==> src/rtl/qswz_pkg.sv <==
package qswz_pkg;
  localparam int LANES  = 4;
  localparam int SEL_W  = 2;
  localparam int IMM_W  = LANES * SEL_W;
  localparam int LANE_W = $clog2(LANES);

  typedef enum logic [2:0] {
    ST_IDLE,
    ST_READ,
    ST_WAIT,
    ST_WRITE,
    ST_DONE
  } qswz_state_t;
endpackage

==> src/rtl/qswz_ctrl.sv <==
module qswz_ctrl
  import qswz_pkg::*;
#(
  parameter int ADDR_W = 7,
  parameter int VL_W   = 6
) (
  input  logic              clk,
  input  logic              rst,
  input  logic              start,
  input  logic [VL_W-1:0]   vl,
  input  logic [ADDR_W-1:0] src_base,
  input  logic [ADDR_W-1:0] dst_base,
  output logic              accept,
  output logic              busy,
  output logic              done,
  output logic              rd_en,
  output logic [ADDR_W-1:0] rd_addr,
  output logic [LANE_W-1:0] rd_lane,
  output logic              wr_en,
  output logic [ADDR_W-1:0] wr_addr,
  output logic [LANE_W-1:0] wr_lane
);
  localparam logic [LANE_W-1:0] LAST_LANE = LANE_W'(LANES - 1);

  qswz_state_t       state;
  logic [LANE_W-1:0] lane;
  logic [VL_W-1:0]   grp;
  logic [VL_W-1:0]   vl_q;
  logic [ADDR_W-1:0] rptr;
  logic [ADDR_W-1:0] wptr;

  assign accept = start && (state == ST_IDLE);

  always_ff @(posedge clk) begin
    if (rst) begin
      state <= ST_IDLE;
      lane  <= '0;
      grp   <= '0;
      vl_q  <= '0;
      rptr  <= '0;
      wptr  <= '0;
    end else begin
      case (state)
        ST_IDLE: if (start) begin
          vl_q  <= vl;
          rptr  <= src_base;
          wptr  <= dst_base;
          lane  <= '0;
          grp   <= '0;
          state <= (vl == '0) ? ST_DONE : ST_READ;
        end
        ST_READ: begin
          rptr <= rptr + 1'b1;
          lane <= lane + 1'b1;
          if (lane == LAST_LANE) state <= ST_WAIT;
        end
        ST_WAIT: state <= ST_WRITE;
        ST_WRITE: begin
          wptr <= wptr + 1'b1;
          lane <= lane + 1'b1;
          if (lane == LAST_LANE) begin
            grp   <= grp + 1'b1;
            state <= ((grp + 1'b1) == vl_q) ? ST_DONE : ST_READ;
          end
        end
        ST_DONE: state <= ST_IDLE;
        default: state <= ST_IDLE;
      endcase
    end
  end

  assign busy    = (state != ST_IDLE);
  assign done    = (state == ST_DONE);
  assign rd_en   = (state == ST_READ);
  assign rd_addr = rptr;
  assign rd_lane = lane;
  assign wr_en   = (state == ST_WRITE);
  assign wr_addr = wptr;
  assign wr_lane = lane;

  AST_RW_EXCLUSIVE: assert property (@(posedge clk) disable iff (rst)
    !(rd_en && wr_en));
  AST_READ_THEN_GAP: assert property (@(posedge clk) disable iff (rst)
    $fell(rd_en) |-> !wr_en);
  AST_RADDR_STEP: assert property (@(posedge clk) disable iff (rst)
    (rd_en && $past(rd_en)) |-> (rd_addr == ADDR_W'($past(rd_addr) + 1'b1)));
  AST_WADDR_STEP: assert property (@(posedge clk) disable iff (rst)
    (wr_en && $past(wr_en)) |-> (wr_addr == ADDR_W'($past(wr_addr) + 1'b1)));
  AST_DONE_PULSE: assert property (@(posedge clk) disable iff (rst)
    done |=> (!done && !busy));
  AST_ZERO_VL: assert property (@(posedge clk) disable iff (rst)
    (accept && (vl == '0)) |=> done);
  AST_HOLD_ARGS: assert property (@(posedge clk) disable iff (rst)
    busy |=> $stable(vl_q));
endmodule

==> src/rtl/qswz_lane_buf.sv <==
module qswz_lane_buf
  import qswz_pkg::*;
#(
  parameter int DATA_W = 32
) (
  input  logic                         clk,
  input  logic                         rst,
  input  logic                         rd_en,
  input  logic [LANE_W-1:0]            rd_lane,
  input  logic [DATA_W-1:0]            rd_data,
  output logic [LANES-1:0][DATA_W-1:0] bank
);
  logic              cap_vld;
  logic [LANE_W-1:0] cap_lane;

  always_ff @(posedge clk) begin
    if (rst) begin
      cap_vld  <= 1'b0;
      cap_lane <= '0;
    end else begin
      cap_vld  <= rd_en;
      cap_lane <= rd_lane;
    end
  end

  for (genvar k = 0; k < LANES; k++) begin : g_slot
    always_ff @(posedge clk) begin
      if (cap_vld && (cap_lane == LANE_W'(k))) bank[k] <= rd_data;
    end
  end
endmodule

==> src/rtl/qswz_lane_xbar.sv <==
module qswz_lane_xbar
  import qswz_pkg::*;
#(
  parameter int DATA_W = 32
) (
  input  logic                         clk,
  input  logic                         rst,
  input  logic                         load,
  input  logic [IMM_W-1:0]             imm_in,
  input  logic [LANE_W-1:0]            wr_lane,
  input  logic [LANES-1:0][DATA_W-1:0] bank,
  output logic [DATA_W-1:0]            wdata
);
  logic [IMM_W-1:0]            imm_q;
  logic [LANES-1:0][SEL_W-1:0] sel;

  always_ff @(posedge clk) begin
    if (rst)       imm_q <= '0;
    else if (load) imm_q <= imm_in;
  end

  for (genvar j = 0; j < LANES; j++) begin : g_sel
    assign sel[j] = imm_q[j*SEL_W +: SEL_W];
  end

  assign wdata = bank[sel[wr_lane]];
endmodule

==> src/rtl/quad_swizzle.sv <==
module quad_swizzle
  import qswz_pkg::*;
#(
  parameter int DATA_W = 32,
  parameter int ADDR_W = 7,
  parameter int VL_W   = 6
) (
  input  logic              clk,
  input  logic              rst,
  input  logic              start,
  input  logic [VL_W-1:0]   vl,
  input  logic [ADDR_W-1:0] src_base,
  input  logic [ADDR_W-1:0] dst_base,
  input  logic [IMM_W-1:0]  imm,
  output logic              busy,
  output logic              done,
  output logic              rf_re,
  output logic [ADDR_W-1:0] rf_raddr,
  input  logic [DATA_W-1:0] rf_rdata,
  output logic              rf_we,
  output logic [ADDR_W-1:0] rf_waddr,
  output logic [DATA_W-1:0] rf_wdata
);
  logic                         accept;
  logic [LANE_W-1:0]            rd_lane;
  logic [LANE_W-1:0]            wr_lane;
  logic [LANES-1:0][DATA_W-1:0] bank;

  qswz_ctrl #(.ADDR_W(ADDR_W), .VL_W(VL_W)) u_ctrl (
    .clk(clk), .rst(rst), .start(start), .vl(vl),
    .src_base(src_base), .dst_base(dst_base), .accept(accept),
    .busy(busy), .done(done),
    .rd_en(rf_re), .rd_addr(rf_raddr), .rd_lane(rd_lane),
    .wr_en(rf_we), .wr_addr(rf_waddr), .wr_lane(wr_lane)
  );

  qswz_lane_buf #(.DATA_W(DATA_W)) u_buf (
    .clk(clk), .rst(rst), .rd_en(rf_re), .rd_lane(rd_lane),
    .rd_data(rf_rdata), .bank(bank)
  );

  qswz_lane_xbar #(.DATA_W(DATA_W)) u_xbar (
    .clk(clk), .rst(rst), .load(accept), .imm_in(imm),
    .wr_lane(wr_lane), .bank(bank), .wdata(rf_wdata)
  );
endmodule

==> config.mk <==
export PLATFORM = sky130hd
export DESIGN_NAME = quad_swizzle
export DESIGN_NICKNAME = d
export VERILOG_FILES = /design/src/rtl/qswz_pkg.sv /design/src/rtl/qswz_ctrl.sv /design/src/rtl/qswz_lane_buf.sv /design/src/rtl/qswz_lane_xbar.sv /design/src/rtl/quad_swizzle.sv
export SDC_FILE = /design/constraint.sdc
export NUM_CORES = 1
export LEC_CHECK = 0
export ABC_AREA = 1
export CAP_MARGIN = 20
export CORE_AREA = 10 10 173 135
export CTS_CLUSTER_SIZE = 12
export DETAILED_ROUTE_END_ITERATION = 16
export DIE_AREA = 0 0 183 145
export PLACE_DENSITY_LB_ADDON = 0.12
export SYNTH_ARGS = -nofsm -noshare
export SYNTH_HDL_FRONTEND = slang
export SYNTH_HIERARCHICAL = 1
export SYNTH_SLANG_ARGS = --single-unit
==> constraint.sdc <==
create_clock -name clk -period 3.3 [get_ports clk]
set_input_delay 0.66 -clock clk [delete_from_list [all_inputs] [get_ports clk]]
set_output_delay 0.66 -clock clk [all_outputs]
set_load 0.03 [all_outputs]
After elaboration in Yosys (flattened, before gate mapping). Cells that the tools add are included.

Register bits after elaboration: 170. Latch bits: 0. Bits in writable memories: 0. Bits in read-only memories: 0. Input port bits: 63. Output and inout port bits: 50. Logic and storage cells: 69. Memories kept: 0.

Add/subtract/negate cells: 4. $mul: 0. Divide/modulo/power cells: 0. Magnitude comparators: 2. Eq/ne operators: 12. Shift operators: 0. Multiplexer cells: 19. Bitwise operators: 0. Reductions and logical operators: 19.

Operators with widths (count): binary-select mux 32 bit (select 2 bit) (1); 2-to-1 mux 32 bit (1); case mux 7 bit (2 select lines) (2); 2-to-1 mux 3 bit (5); adder 7 x 1 -> 7 bit (second input constant) (2); 2-to-1 mux 7 bit (2); 2-to-1 mux 6 bit (2); case mux 3 bit (4 select lines) (1); case mux 6 bit (2 select lines) (1); AND reduction 2 bit (4); adder 6 x 1 -> 6 bit (second input constant) (1); == test 2 bit (second input constant) (3); == test 3 x 2 -> 1 bit (second input constant) (2); == test 6 bit (1); zero test 6 bit (1); less-than comparator 2 x 3 -> 1 bit (second input constant) (2); AND reduction 3 bit (2); nonzero test 2 bit (3); logical AND 1 bit (5); binary-select mux 2 bit (select 2 bit) (1); 2-to-1 mux 2 bit (2); != test 2 bit (second input constant) (2); case mux 2 bit (2 select lines) (1); == test 3 x 1 -> 1 bit (second input constant) (1); 8 further kinds (8).

Longest topological paths before layout.
Word-level depth: 5. Mapped depth: 13. Depth with buffers taken out: 13.

Modules after synthesis. The synthesis kept the hierarchy.

Modules (own cells, without submodules): qswz_lane_buf (instances 1, cells each 145, area each 3956.3 sq um, sequential area each 3903.7 sq um); qswz_lane_xbar (instances 1, cells each 398, area each 2029.4 sq um, sequential area each 160.2 sq um); qswz_ctrl (instances 1, cells each 263, area each 1854.3 sq um, sequential area each 620.6 sq um).

Worst setup path before layout. OpenSTA, ideal clock, no wires.

Kind: register to register. Start point: register u_buf.cap_lane[1]. End point: register u_buf/bank[0] in the netlist's numbering (enable). Library setup time: 421 ps. Arrival: 1748 ps. Required time: 2879 ps. Path slack: 1130 ps. Cell stages (with the launch flop): 4. Path buffers: 0. Period minus slack after synthesis: 2170 ps. Cell sequence: dfxtp_1 -> inv_1 -> nand2_1 -> nor2_1.

Longest elaborated chain between the ends: 2.

RTL lines: from (decl) (line qswz_lane_buf.sv:14) `logic [LANE_W-1:0] cap_lane;`; from (signal assigned) (line qswz_lane_buf.sv:22) `cap_lane <= rd_lane;`; zero test 2 bit (line qswz_lane_buf.sv:28) `if (cap_vld && (cap_lane == LANE_W'(k))) bank[k] <= rd_data;`; logical AND 1 bit (line qswz_lane_buf.sv:28); to (signal, indexed assignment) (line qswz_lane_buf.sv:28); to (decl) (line qswz_lane_buf.sv:11) `output logic [LANES-1:0][DATA_W-1:0] bank`.

No other way between the ends. A chain may end at the register's enable or synchronous reset.

Worst setup path in the final report.
Start point: register u_ctrl.lane[0] (netlist: u_ctrl/rd_lane[0]). End point: output rf_wdata[23].

Longest elaborated chain between the ends: 4.

RTL lines: from (decl) (line qswz_ctrl.sv:26) `logic [LANE_W-1:0] lane;`; from (signal assigned) (line qswz_ctrl.sv:54) `lane <= lane + 1'b1;`; from (signal assigned) (line qswz_ctrl.sv:60) `lane <= lane + 1'b1;`; binary-select mux 2 bit (select 2 bit) (line qswz_lane_xbar.sv:26) `assign wdata = bank[sel[wr_lane]];`; 2-to-1 mux 2 bit (not written as such) (line qswz_lane_xbar.sv:26); binary-select mux 32 bit (select 2 bit) (line qswz_lane_xbar.sv:26); 2-to-1 mux 32 bit (not written as such) (line qswz_lane_xbar.sv:26); to (decl) (line quad_swizzle.sv:22) `output logic [DATA_W-1:0] rf_wdata`.

No other way between the ends. The select of a mux whose other input is x is not followed.

==> results by group <==
Timing
  • Setup TNS: 0 ns
  • RSZ-0062 raised after global routing: no
  • Final period util: 0.935
  • Final Max Tran Viols: 0
  • Post-layout min period: 3.09 ns
  • WHS: 0.470 ns
  • Relative slew slack: 0.524
  • Final clock skew: 0.00623 ns
  • Fmax: 0.324 GHz
  • Finish-stage setup viols: 0
  • Worst Tran Pin Value: 0.713 ns
  • Final Hold Fails: 0

Synthesis
  • Avg Cell Area, Syn: 9.73 sq um
  • #FFs+latches synth: 170
  • Syn nets: 873
  • YS warnings: 6
  • Mapped Area: 7840 sq um
  • Yosys top cell area share: 0.490
  • EDFF count, synth: 128
  • Synth area leaders: edfxtp_1 49%, dfxtp_1 11%, nand2_1 8.6%, nand3_1 7.7%, inv_1 6.2%
  • Sequential-to-total area share from yosys stat: 0.598
  • Synth cell types: 37
  • Most common cell in the synthesized netlist: nand2_1
  • Synth Flop Type: edfxtp_1
  • Async SR Flop Fraction: 0
  • Cells after Synth: 806
  • Most instantiated cells after synthesis: 179 x nand2_1, 129 x inv_1, 128 x edfxtp_1
  • Yosys top cell by area: edfxtp_1

Critical path
  • Crit path max fanout: 64
  • Crit-path cells: inv_2 -> nand2_1 -> nand3_2 -> buf_12 -> nand3_1 -> nand3_1 -> nand2_1 -> clkdlybuf4s50_1
  • CP max-delay cell: clkdlybuf4s50_1
  • Crit path required time: 2.64 ns
  • Critical path startpoint category: flip-flop
  • CP arrival: 2.43 ns
  • Worst R2R Path Depth: 3
  • Max incr delay on CP: 0.68 ns
  • Crit end category: output port
  • Critical path class: reg -> out

Power
  • Worst vdd ir: 0.365 mV
  • Reg power frac: 0.348
  • Power Internal: 0.00470 W
  • Leakage: 3.92 nW
  • PD cells: 782 nW/um^2
  • Net Sw Frac: 0.381
  • Clock share of power: 0.261
  • Switching power: 0.00290 W
  • Combinational power share: 0.391

Final layout
  • Layout cell share with drive strength beyond 1: 0.0940
  • Layout fillers: 1880
  • Fin nets: 980
  • Non-filler instance count after layout: 1184
  • P&R area growth vs syn: 24.0%
  • Fin area: 9720 sq um
  • Post-layout util: 0.488
  • Antenna diodes: 0

Route
  • Drt pass-1 iters: 5
  • Post-Route WL: 18400 um
  • Initial drt markers: 370
  • Via count: 5681
  • Post-route DRC: 0
  • Routed wire per std cell: 15.6 um
  • Remaining antenna violation count: 0
  • Routed vias/inst: 4.80

Die
  • Initial Utilization: 0.393
  • IO Count: 113
  • DIE WIDTH: 183 um
  • Standard-cell rows: 45
  • Die Area: 26500 sq um
  • Core area: 19900 sq um
  • Die Y: 145 um

Global route
  • GR Util All Layers: 0.140
  • Via count of the first global-routing pass: 5555
  • Initial antenna violation count: 0
  • Largest net degree at the start of global routing: 65
  • Gr ovfl total: 0
  • First-pass GRT wire length: 29800 um

Place
  • Placed Cells: 1152
  • Number of port buffers: 112
  • HPWL Detailed: 11700 um
  • Placer Congestion: 0.787
  • DP Area: 9110 sq um

CTS
  • H-tree levels: 4
  • CTS buffer count: 17
  • Post-CTS sizing: 0
  • Root buf cell: clkbuf_16
  • Clk buf depth: 2
  • CTS Hold Bufs: 0
  • Worst-Skew Late Latency: 0.42 ns
  • Clock transition at path regs: 0.07 ns
  • Postcts setup bufs: 0
  • Clk sinks: 170
  • CTS tree: done

Min path
  • Hold WC Path Type: reg -> reg
  • Hold depth: 2

Outcome
  • Status: complete, no violations

Job
  • Max-Cap Viols: 0
## logic make-up (layout without fill, tap and decap cells)
logic type | Yosys count | in the layout | synth area share
AOI/OAI and AO/OA | 73 | 73 | 0.0547
xor gates and xnor gates | 4 | 4 | 0.00447
adders and majority gates | 4 | 4 | 0.00638
buffers and inverters | 178 | 298 | 0.109
DFF | 170 | 170 | 0.598
and+or+nand+nor | 377 | 377 | 0.228
## registers in the layout, summed over array words and instances (netlist names)
name and count:
u_ctrl/vl_q 6, u_xbar/imm_q 8, u_ctrl/rd_lane 2, u_ctrl/wr_addr 7, u_ctrl/grp 6, u_buf/bank 128, u_buf/cap_vld 1, u_ctrl/state 3
u_ctrl/rd_addr 7, u_buf/cap_lane 2
## metrics by stage
| stage | power (W) | setup WS, ns |
|---|---|---|
| after floorplan | 0.00464 | 1.13 |
| after CTS | 0.00768 | 0.0561 |
| after detailed placement | 0.00567 | 0.523 |
| final | 0.00760 | 0.214 |
| after global placement | 0.00567 | 0.528 |
| after global routing | 0.00805 | 0.0166 |
## worst paths after layout
kind                                        start               to  slack [ns]
worst max-delay path            u_ctrl/rd_lane[0]     rf_wdata[23]        0.21
worst min-delay path               u_ctrl/vl_q[0]   u_ctrl/vl_q[0]        0.47
worst max register to register  u_buf/cap_lane[0]  u_buf/bank[109]        1.54
worst min register to register     u_ctrl/vl_q[0]   u_ctrl/vl_q[0]        0.47
## placed cells by master, fill, tap and decap left out, types with 3 or more instances in the layout
cell type        Yosys  final
buf_6               17      3
clkinv_4             0      3
nor2_1              24     20
nand2_4              3      3
nand3_1            121    121
nand4_1              4      4
clkbuf_16            0     17
nand2_1            179    179
edfxtp_1           128    128
dfxtp_1             42     42
inv_1              129    129
nand3b_1            32     32
o21ai_0             17     17
nor3_1               4      4
inv_4                3      3
nand2_2              3      3
o21bai_1             3      3
clkdlybuf4s50_1      0    102
inv_2                7      7
inv_6                1      5
xnor2_1              4      4
ha_1                 4      4
buf_4                9     17
a21oi_1             38     38
nor2_4               4      8
clkinvlp_4           0      4
## worst max-delay path: cells and delay by family (launching register included)
family	cells	cell delay, ns
flops	1	0.47
buf+inv	3	0.98
simple gates	5	0.50
## power by group through the flow
stage	registers [W]	logic, W	clock network (W)
after global routing	0.00267	0.00325	0.00213
after global placement	0.00269	0.00298	0
after CTS	0.00264	0.00300	0.00204
after floorplan	0.00277	0.00186	0
after detailed placement	0.00269	0.00298	0
final	0.00264	0.00297	0.00199
## layout make-up
type,instances,area (sq um),share of cell area
tap,258,323,0.0332
multi-input combinational,458,2330,0.240
clock buffer,17,425,0.0438
timing repair buffer,126,1250,0.128
sequential,170,4680,0.482
inverter,140,538,0.0554
clock inverter,15,166,0.0171
## routing by layer
metal / vias to the layer above / share of wire / track usage
li1: 2876 / - / -
met5: - / 0 / 0
met1: 2636 / 0.47 / 0.192
met2: 159 / 0.44 / 0.207
met3: 10 / 0.076 / 0.0429
met4: 0 / 0.0068 / 0.0389
No activity file was read; power rests on OpenSTA's default activity.
